**config.mk**
```make
export PLATFORM = sky130hd
export DESIGN_NAME = rtc_snapshot_core
export DESIGN_NICKNAME = d
export VERILOG_FILES = /design/src/rtl/rtc_snap_pkg.sv /design/src/rtl/rtc_field_ctr.sv /design/src/rtl/rtc_month_len.sv /design/src/rtl/rtc_snap_hold.sv /design/src/rtl/rtc_snapshot_core.sv
export SDC_FILE = /design/constraint.sdc
export NUM_CORES = 1
export LEC_CHECK = 0
export BUFFER_PORTS_ARGS = -buffer_cell sky130_fd_sc_hd__buf_2
export CORE_UTILIZATION = 40
export DETAILED_ROUTE_END_ITERATION = 8
export GPL_ROUTABILITY_DRIVEN = 0
export PLACE_DENSITY = 0.58
export SLEW_MARGIN = 20
export SYNTH_ARGS = -nofsm -noshare
export SYNTH_HDL_FRONTEND = slang
export SYNTH_HIERARCHICAL = 1
export SYNTH_SLANG_ARGS = --single-unit
```
**constraint.sdc**
```tcl
create_clock -name clk -period 3.95 [get_ports clk]
set_clock_uncertainty 0.15 [all_clocks]
set_input_delay 0.79 -clock clk [delete_from_list [all_inputs] [get_ports clk]]
set_output_delay 0.79 -clock clk [all_outputs]
set_load 0.005 [all_outputs]
```
**src/rtl/rtc_snap_pkg.sv**
```systemverilog
package rtc_snap_pkg;
  localparam int NUM_FIELDS = 8;
  localparam int DATA_W     = 8;
  localparam int ADDR_W     = $clog2(NUM_FIELDS);

  // Field positions double as register addresses.
  localparam int F_HUND = 0;
  localparam int F_SEC  = 1;
  localparam int F_MIN  = 2;
  localparam int F_HOUR = 3;
  localparam int F_DATE = 4;
  localparam int F_MON  = 5;
  localparam int F_YEAR = 6;
  localparam int F_DOW  = 7;

  function automatic int field_lo(int f);
    return (f == F_DATE || f == F_MON) ? 1 : 0;
  endfunction

  // Highest legal value of each field; day of month is replaced by month length.
  function automatic int field_top(int f);
    case (f)
      F_HUND:  return 99;
      F_SEC:   return 59;
      F_MIN:   return 59;
      F_HOUR:  return 23;
      F_DATE:  return 31;
      F_MON:   return 12;
      F_YEAR:  return 99;
      default: return 6;
    endcase
  endfunction
endpackage

```
**src/rtl/rtc_field_ctr.sv**
```systemverilog
module rtc_field_ctr #(
  parameter int W  = 8,
  parameter int LO = 0
) (
  input  logic         clk,
  input  logic         rst_n,
  input  logic         adv,
  input  logic         ld,
  input  logic [W-1:0] ld_val,
  input  logic [W-1:0] top,
  output logic [W-1:0] val,
  output logic         at_top,
  output logic         stepped
);
  localparam logic [W-1:0] LO_V = W'(LO);

  logic [W-1:0] val_d, val_q;
  logic         step_d, step_q;

  // At-or-above compare so an out-of-month day still wraps.
  assign at_top = (val_q >= top);

  always_comb begin
    val_d  = val_q;
    step_d = 1'b0;
    if (ld) begin
      val_d = ld_val;
    end else if (adv) begin
      step_d = 1'b1;
      val_d  = at_top ? LO_V : val_q + W'(1);
    end
  end

  always_ff @(posedge clk or negedge rst_n) begin
    if (!rst_n) begin
      val_q  <= LO_V;
      step_q <= 1'b0;
    end else begin
      step_q <= step_d;
      if (ld || adv) val_q <= val_d;
    end
  end

  assign val     = val_q;
  assign stepped = step_q;
endmodule

```
**src/rtl/rtc_month_len.sv**
```systemverilog
module rtc_month_len #(
  parameter int W = 8
) (
  input  logic [W-1:0] month,
  input  logic [W-1:0] year,
  output logic [W-1:0] last_day
);
  logic leap;

  assign leap = ((year & W'(3)) == '0);

  always_comb begin
    case (month)
      W'(2):                      last_day = leap ? W'(29) : W'(28);
      W'(4), W'(6), W'(9), W'(11): last_day = W'(30);
      default:                    last_day = W'(31);
    endcase
  end
endmodule

```
**src/rtl/rtc_snap_hold.sv**
```systemverilog
module rtc_snap_hold
  import rtc_snap_pkg::*;
#(
  parameter int NF = NUM_FIELDS,
  parameter int DW = DATA_W,
  parameter int AW = ADDR_W
) (
  input  logic             clk,
  input  logic             rst_n,
  input  logic             rd_en,
  input  logic [AW-1:0]    rd_addr,
  input  logic [NF*DW-1:0] live,
  output logic [DW-1:0]    rdata
);
  logic [NF-1:0][DW-1:0] hold_d, hold_q;
  logic [DW-1:0]         rdata_d, rdata_q;
  logic                  trig;

  assign trig = rd_en && (rd_addr == AW'(F_HUND));

  always_comb begin
    hold_d  = hold_q;
    rdata_d = rdata_q;
    if (trig) begin
      rdata_d = live[F_HUND*DW +: DW];
      for (int f = 0; f < NF; f++) begin
        if (f != F_HUND) hold_d[f] = live[f*DW +: DW];
      end
    end else if (rd_en) begin
      rdata_d = hold_q[rd_addr];
    end
  end

  always_ff @(posedge clk or negedge rst_n) begin
    if (!rst_n) begin
      hold_q  <= '0;
      rdata_q <= '0;
    end else begin
      if (trig)  hold_q  <= hold_d;
      if (rd_en) rdata_q <= rdata_d;
    end
  end

  assign rdata = rdata_q;
endmodule

```
**src/rtl/rtc_snapshot_core.sv**
```systemverilog
module rtc_snapshot_core
  import rtc_snap_pkg::*;
#(
  parameter int DW = DATA_W,
  parameter int NF = NUM_FIELDS,
  parameter int AW = ADDR_W
) (
  input  logic          clk,
  input  logic          rst_n,
  input  logic          tick,
  input  logic          wr_en,
  input  logic          rd_en,
  input  logic [AW-1:0] addr,
  input  logic [DW-1:0] wdata,
  output logic [DW-1:0] rdata,
  output logic [NF-1:0] inc_pulse
);
  // Reset: asserted asynchronously, released on the clock.
  logic rst_meta_q, rst_sync_q;
  always_ff @(posedge clk or negedge rst_n) begin
    if (!rst_n) begin
      rst_meta_q <= 1'b0;
      rst_sync_q <= 1'b0;
    end else begin
      rst_meta_q <= 1'b1;
      rst_sync_q <= rst_meta_q;
    end
  end

  logic [DW-1:0]    cnt     [NF];
  logic [DW-1:0]    top_val [NF];
  logic [NF-1:0]    adv, at_top, ld, stepped;
  logic [NF*DW-1:0] cnt_flat;
  logic [DW-1:0]    month_last;
  logic             day_roll;

  rtc_month_len #(.W(DW)) u_mlen (
    .month    (cnt[F_MON]),
    .year     (cnt[F_YEAR]),
    .last_day (month_last)
  );

  // Carry chain; a write cycle drops the tick.
  always_comb begin
    adv         = '0;
    adv[F_HUND] = tick & ~wr_en;
    adv[F_SEC]  = adv[F_HUND] & at_top[F_HUND];
    adv[F_MIN]  = adv[F_SEC]  & at_top[F_SEC];
    adv[F_HOUR] = adv[F_MIN]  & at_top[F_MIN];
    day_roll    = adv[F_HOUR] & at_top[F_HOUR];
    adv[F_DATE] = day_roll;
    adv[F_DOW]  = day_roll;
    adv[F_MON]  = adv[F_DATE] & at_top[F_DATE];
    adv[F_YEAR] = adv[F_MON]  & at_top[F_MON];
  end

  for (genvar f = 0; f < NF; f++) begin : g_field
    if (f == F_DATE) begin : g_var_top
      assign top_val[f] = month_last;
    end else begin : g_fix_top
      assign top_val[f] = DW'(field_top(f));
    end

    assign ld[f] = wr_en && (addr == AW'(f));

    rtc_field_ctr #(.W(DW), .LO(field_lo(f))) u_ctr (
      .clk     (clk),
      .rst_n   (rst_sync_q),
      .adv     (adv[f]),
      .ld      (ld[f]),
      .ld_val  (wdata),
      .top     (top_val[f]),
      .val     (cnt[f]),
      .at_top  (at_top[f]),
      .stepped (stepped[f])
    );

    assign cnt_flat[f*DW +: DW] = cnt[f];
  end

  rtc_snap_hold #(.NF(NF), .DW(DW), .AW(AW)) u_hold (
    .clk     (clk),
    .rst_n   (rst_sync_q),
    .rd_en   (rd_en),
    .rd_addr (addr),
    .live    (cnt_flat),
    .rdata   (rdata)
  );

  assign inc_pulse = stepped;
endmodule

```
==> metrics.txt, run 1 <==
ANT nets after route 0; share of layout cells above drive strength 1 0.161; Setup violations, final 0; total track usage 0.210; RSZ-0062 raised after global routing false; Syn Area/Cell between 10 and 15 sq um; TritonCTS clock tree done; Vias 6,980; Post-CTS Setup Bufs 0; clock power share 0.243; first-pass GRT wire length around 38,000 um; Synth top area share 0.368; Skew-Pair Late Insertion Delay between 0.4 and 0.5 ns; Net Switching between 2 and 2.5 mW; Switching Share 0.373; # IOs 32; Port Buffers 31; DR DRC count 0; worst hold path type register to register; reg2reg start g_field[5].u_ctr/val[5]; antenna fix cells 0; endpoints failing hold 0; H-tree levels 4; Peak VDD IR 0.222 mV; Post-synth ARST share 1.00; die area 23,700 sq um; CTS buffer count 17; sequential area share after synthesis 0.373; internal power just under 4 mW; YS warnings 6; largest area contributor in the netlist dfrtp_1; Gate power share 0.350; fin crit period approximately 3.4 ns; GR Overflow Total 0; CP Class register to register; Hold Startpoint rst_meta_q; routed wl met3 between 700 and 800 um; Avg WL per Cell 18.0 um; Mapped Area 9250 sq um; leak pwr approximately 5 nW; Mapped Cells between 900 and 1,000; row count 55; Slew Limit Headroom 0.428; hpwl dp 16,800 um; largest net degree at the start of global routing 65; Sink Count 138; Crit. End Element register; Post-CTS Resized 0; final cycle utilization of the critical path 0.852; starting density of the core 0.409; CTS root buf clkbuf_16; Post-synth EDFFs 0; Iter 0 DRT Violations approximately 420; met2 wire length approximately 11,000 um; Yosys reg bits ~140; Final #Nets roughly 1,100; Power Density 597 nW/um^2; met1 WL between 10,000 and 15,000 um; vias in the first global route between 6,000 and 7,000; drt first pass iters 4; Startpoint Class register; Slew Viols, Final 0; Die Y about 150 um; Area contributors post-synth dfrtp_1, ha_1, mux2_1; initial antenna violation count 0; DR top layer met4; Synth Flop Type dfrtp_1; status complete, no violations; CP Max Fanout 8; Die W approximately 150 um; setup tns final 0 ns; core area roughly 23,000 sq um; crit path DAT between 3 and 4 ns; Netlist cell types 53; crit path from g_field[5].u_ctr/val[5]; Final Util 0.464; FMAX between 0.2 and 0.3 GHz; Clock Path Buffers 2; worst-margin pin slew around 0.86 ns; Synth-to-Final Area Change 13.6%; Critical Path RT roughly 4.1 ns; number of vias per cell 5.34; clock-pin slew reported for the worst setup and hold paths after clock tree synthesis around 0.060 ns; Total Routed Length approximately 23,000 um; Seq pwr share 0.407; max-cap violation count 0
## cells in the mapped netlist (all sizes together) (6+ instances only)
cell type / n
nor2b: 32
clkbuf: 15
a21o: 34
buf: 22
a21boi: 6
a211o: 8
o31ai: 24
nand4: 10
nand2b: 12
or4: 8
a22oi: 8
o21ai: 18
o211a: 8
a41o: 8
a2bb2oi: 16
o2bb2ai: 6
inv: 81
xor2: 20
nand2: 48
ha: 72
nand3: 39
nand4b: 7
and4: 16
dfrtp: 136
a21oi: 50
nand3b: 6
or4b: 6
a211oi: 21
nor2: 34
and2: 9
mux2: 62
mux2i: 38
nor3: 12
## path summary, 6_finish.rpt
kind | endpoint | slack, ns | depth (start not counted)
max | g_field[5].u_ctr/val[5] | 0.58 | 14
min reg2reg | rst_sync_q | 0.20 | 0
max in group asynchronous | g_field[5].u_ctr/val[0] | 2.42 | 1
max reg2reg | g_field[5].u_ctr/val[5] | 0.58 | 14
min in group asynchronous | g_field[7].u_ctr/val[6] | 0.28 | 0
min | rst_sync_q | 0.20 | 0
## cell type report
cell class              instances  area, sq um
clock inverters                13          121
fillers                      2151        12100
repair buffers                 59          368
inverters                      81          304
clock buffers                  19          443
multi-input cells             711         5460
well taps                     285          357
flip-flops and latches        138         3460
## worst max-delay path: stages (launching register included)
cell and delay [ns]:
dfrtp_1 0.47, nor4_2 0.38, o21ai_1 0.12, ha_1 0.28, nand2b_1 0.11, a21oi_2 0.07
o31ai_2 0.31, buf_4 0.21, nand3_1 0.08, nor2_1 0.16, o21a_1 0.19, nand2_1 0.08
or3b_1 0.37, a21o_1 0.18, a21oi_1 0.14
## cell usage in the layout (no fill, tap or decap), types with 17 or more instances in the layout
cell type / n
nor2_1: 34
clkbuf_16: 17
mux2_2: 22
ha_1: 72
o21ai_1: 18
nand3_1: 39
a211oi_1: 21
xor2_1: 20
conb_1: 63
a21o_1: 34
a21oi_2: 20
buf_2: 31
mux2_1: 40
a21oi_1: 30
inv_1: 81
mux2i_1: 38
dfrtp_1: 135
nand2_1: 48
buf_4: 27
nor2b_1: 31
## timing repair
| action | in CTS | in global routing |
|---|---|---|
| endpoints found under the hold margin | 2 | 0 |
| hold buffers | 1 | 0 |
| setup endpoints to repair | 0 | 0 |
## routing by layer
layer / track usage / up-vias
li1: - / 3432
met1: 0.299 / 3418
met2: 0.332 / 113
met3: 0.0313 / 17
met4: 0.0524 / 0
met5: 0 / -
## sequential cells by signal, summed over array words and instances, names as in the netlist
signal / cells
rst_meta_q: 1
u_hold/hold_q: 56
u_hold/rdata: 8
g_field.u_ctr/val: 64
g_field.u_ctr/stepped: 8
rst_sync_q: 1
## power groups by stage
stage	registers, mW	clock network [mW]	logic, mW
after detailed placement	2.58	0	2.17
after global routing	2.65	1.62	2.48
after floorplan	2.35	0	1.70
after global placement	2.56	0	2.13
final	2.55	1.53	2.20
after CTS	2.55	1.55	2.19
## per-stage QoR
stage / total power, mW / area, sq um / worst slack (ns) / hold WS [ns] / cells
4_1_cts: 6.30 / 10500 / 0.549 / 0.204 / 1306
3_3_place_gp: 4.70 / 9930 / 0.674 / 0.185 / 1273
6_report: 6.28 / 10500 / 0.583 / 0.202 / 1306
5_1_grt: 6.74 / 10500 / 0.342 / 0.218 / 1306
2_1_floorplan: 4.05 / 9480 / 0.733 / 0.181 / 967
3_5_place_dp: 4.74 / 9930 / 0.609 / 0.190 / 1273
## cell families (layout without fill, tap and decap cells)
family,count (synthesis),count (layout),synth area share
AO/OA/AOI/OAI,209,209,0.176
XOR/XNOR,20,20,0.0189
adder cells (fa/ha/maj),72,72,0.0974
buffers and inverters,118,172,0.0614
flip-flops,138,138,0.373
multiplexers,100,100,0.117
other,4,63,0.00162
AND/OR/NAND/NOR,247,247,0.154
No activity file was read; power rests on OpenSTA's default activity.
==> inputs of run 2 (changes only) <==
--- a/config.mk
+++ b/config.mk
@@ -6,10 +6,11 @@
 export NUM_CORES = 1
 export LEC_CHECK = 0
 export BUFFER_PORTS_ARGS = -buffer_cell sky130_fd_sc_hd__buf_2
+export CORE_ASPECT_RATIO = 1.75
 export CORE_UTILIZATION = 40
 export DETAILED_ROUTE_END_ITERATION = 8
 export GPL_ROUTABILITY_DRIVEN = 0
-export PLACE_DENSITY = 0.58
+export PLACE_DENSITY = 0.55
 export SLEW_MARGIN = 20
 export SYNTH_ARGS = -nofsm -noshare
 export SYNTH_HDL_FRONTEND = slang
==> constraint.sdc (replaced) <==
create_clock -name clk -period 3.5 [get_ports clk]
set_clock_uncertainty 0.15 [all_clocks]
set_input_delay 0.7 -clock clk [delete_from_list [all_inputs] [get_ports clk]]
set_output_delay 0.7 -clock clk [all_outputs]
set_load 0.005 [all_outputs]
==> metrics.txt, run 2 (synthesized netlist as in run 1, its figures left out) <==
Post-CTS Resized 0 (unchanged); leak pwr 5.06 nW (was 4.96 nW); Cells after DPL 1,305 (was 1,273); reg2reg start g_field[5].u_ctr/val[0] (was g_field[5].u_ctr/val[5]); largest stage delay on the critical path 0.61 ns (was 0.47 ns); Power Density 682 nW/um^2 (was 597 nW/um^2); row count 73 (was 55); CTS buffer count 17 (unchanged); clock-pin slew reported for the worst setup and hold paths after clock tree synthesis 0.06 ns (about the same); setup tns final 0 ns (unchanged); drt first pass iters 5 (was 4); most common cell after layout, fill and taps aside dfrtp_1 (unchanged); Final #Nets 1,113 (was 1,096); max-cap violation count 0 (unchanged); final cycle utilization of the critical path 0.923 (was 0.852); H-tree levels 4 (unchanged); first-pass GRT wire length 39,000 um (was 38,300 um); worst hold path type register to asynchronous set/reset pin (was register to register); Avg WL per Cell 18.2 um (was 18.0 um); clock power share 0.249 (was 0.243); CP Class register to register (unchanged); worst reg2reg endpoint g_field[6].u_ctr/val[6] (was g_field[5].u_ctr/val[5]); WHS 0.194 ns (was 0.202 ns); initial antenna violation count 1 (was 0); ANT nets after route 0 (unchanged); CP Max Fanout 10 (was 8); Vias 7,065 (was 6,980); total track usage 0.222 (was 0.210); hpwl dp 18,000 um (was 16,800 um); CP Cell Sequence nor4b_1 > nand2_1 > inv_1 > ha_1 > or4_4 > a21oi_2 > o31ai_2 > and4_1 > and4_1 > inv_1 > buf_4 > nor2_1 > mux2i_1 > o2bb2ai_1 > mux2_2 (was nor4_2 > o21ai_1 > ha_1 > nand2b_1 > a21oi_2 > o31ai_2 > buf_4 > nand3_1 > nor2_1 > o21a_1 > nand2_1 > or3b_1 > a21o_1 > a21oi_1); DR DRC count 0 (unchanged); Seq pwr share 0.390 (was 0.407); Net Switching 2.72 mW (was 2.34 mW); share of layout cells above drive strength 1 0.175 (was 0.161); Skew-Pair Late Insertion Delay 0.43 ns (was 0.41 ns); Sink Count 138 (unchanged); endpoints failing hold 0 (unchanged); RSZ-0062 raised after global routing false (unchanged); critical path's slowest cell dfstp_2 (was dfrtp_1); Final Util 0.470 (was 0.464); core area 22,700 sq um (was 22,600 sq um); crit path to g_field[6].u_ctr/val[6] (was g_field[5].u_ctr/val[5]); FF-to-FF path depth 15 (was 14); Slew Viols, Final 0 (unchanged); crit path from g_field[5].u_ctr/val[0] (was g_field[5].u_ctr/val[5]); vias in the first global route 6,987 (was 6,893); Switching Share 0.373 (about the same); Gate power share 0.361 (was 0.350); Setup violations, final 0 (unchanged); crit path DAT 3.40 ns (was 3.55 ns); die area 23,800 sq um (was 23,700 sq um); Crit. End Element register (unchanged); CTS root buf clkbuf_16 (unchanged); R2R setup slack 0.27 ns (was 0.58 ns); max reg flops 64 (unchanged); Place WS 0.285 ns (was 0.609 ns); Post-CTS Setup Bufs 0 (unchanged); number of vias per cell 5.28 (was 5.34); Port Buffers 31 (unchanged); internal power 4.58 mW (was 3.93 mW); Synth-to-Final Area Change 15.6% (was 13.6%); Total Routed Length 24,400 um (was 23,500 um); TritonCTS clock tree done (unchanged); # IOs 32 (unchanged); fin cells 1,339 (was 1,306); largest net degree at the start of global routing 49 (was 65); Critical Path RT 3.67 ns (was 4.13 ns); Iter 0 DRT Violations 387 (was 417); starting density of the core 0.407 (was 0.409); commonest cells after routing, fill and taps aside dfrtp_1, inv_1, ha_1, conb_1, nand2_1 (unchanged); GR Overflow Total 0 (unchanged); FMAX 0.310 GHz (was 0.297 GHz); Slew Limit Headroom 0.538 (was 0.428); Startpoint Class register (unchanged); setup ws final 0.270 ns (was 0.583 ns); Clock Path Buffers 2 (unchanged); hold buffers post-CTS 1 (unchanged); status complete, no violations (unchanged); fin crit period 3.23 ns (was 3.37 ns); Peak VDD IR 0.342 mV (was 0.222 mV); worst-margin pin slew 0.690 ns (was 0.859 ns); Die Y 203 um (was 154 um); Die W 117 um (was 154 um)
==> run 2: changes by cell type in the layout (fill, tap and decap cells not counted), sizes merged <==
cell and change:
clkbuf -1, buf +17, diode +1, clkinvlp -3, bufinv +1, inv +3
==> run 2: cell type report <==
type	count	area, sq um
Sequential cell	138	3460
Tap cell	300	375
Timing Repair Buffer	76	508
Antenna cell	1	2.50
Clock inverter	14	163
Clock buffer	18	429
Fill cell	2157	12000
Inverter	81	304
Multi-Input combinational cell	711	5460
==> run 2: power by group through the flow <==
stage	combinational [mW]	clock [mW]	sequential (mW)
floorplan	1.92	0	2.65
global placement	2.58	0	2.87
detailed placement	2.62	0	2.88
CTS	2.64	1.86	2.85
global route	2.95	1.92	2.94
finish	2.63	1.82	2.84
==> run 2: critical path, delay by kind of cell (launching register included) <==
family / cells / cell delay (ns)
flip-flops: 1 / 0.61
AND/OR/NAND/NOR: 6 / 1.17
multiplexers: 2 / 0.41
adder cells (fa/ha/maj): 1 / 0.18
buffers and inverters: 3 / 0.27
AO/OA/AOI/OAI: 3 / 0.32
==> run 2: how the worst min path moves through the flow <==
stage	from	endpoint	slack, ns	cells after the start
finish	rst_sync_q	g_field[7].u_ctr/stepped	0.19	0
global route	rst_meta_q	rst_sync_q	0.22	0
CTS	rst_meta_q	rst_sync_q	0.21	0
detailed placement	rst_meta_q	rst_sync_q	0.19	0
global placement	rst_meta_q	rst_sync_q	0.19	0
floorplan	rst_meta_q	rst_sync_q	0.18	0
==> run 2: metal layers <==
metal / global-route usage / up-vias / wire length, um
li1: - / 3481 / -
met1: 0.271 / 3439 / 10300
met2: 0.383 / 109 / 12600
met3: 0.0336 / 36 / 679
met4: 0.0972 / 0 / 804
met5: 0 / - / 0
==> run 2: per-stage QoR <==
stage                     instance area (sq um)  power (mW)
final                                     10700        7.29
after global routing                      10700        7.81
after CTS                                 10700        7.35
after detailed placement                  10100        5.50
after global placement                    10100        5.45
after floorplan                            9480        4.57
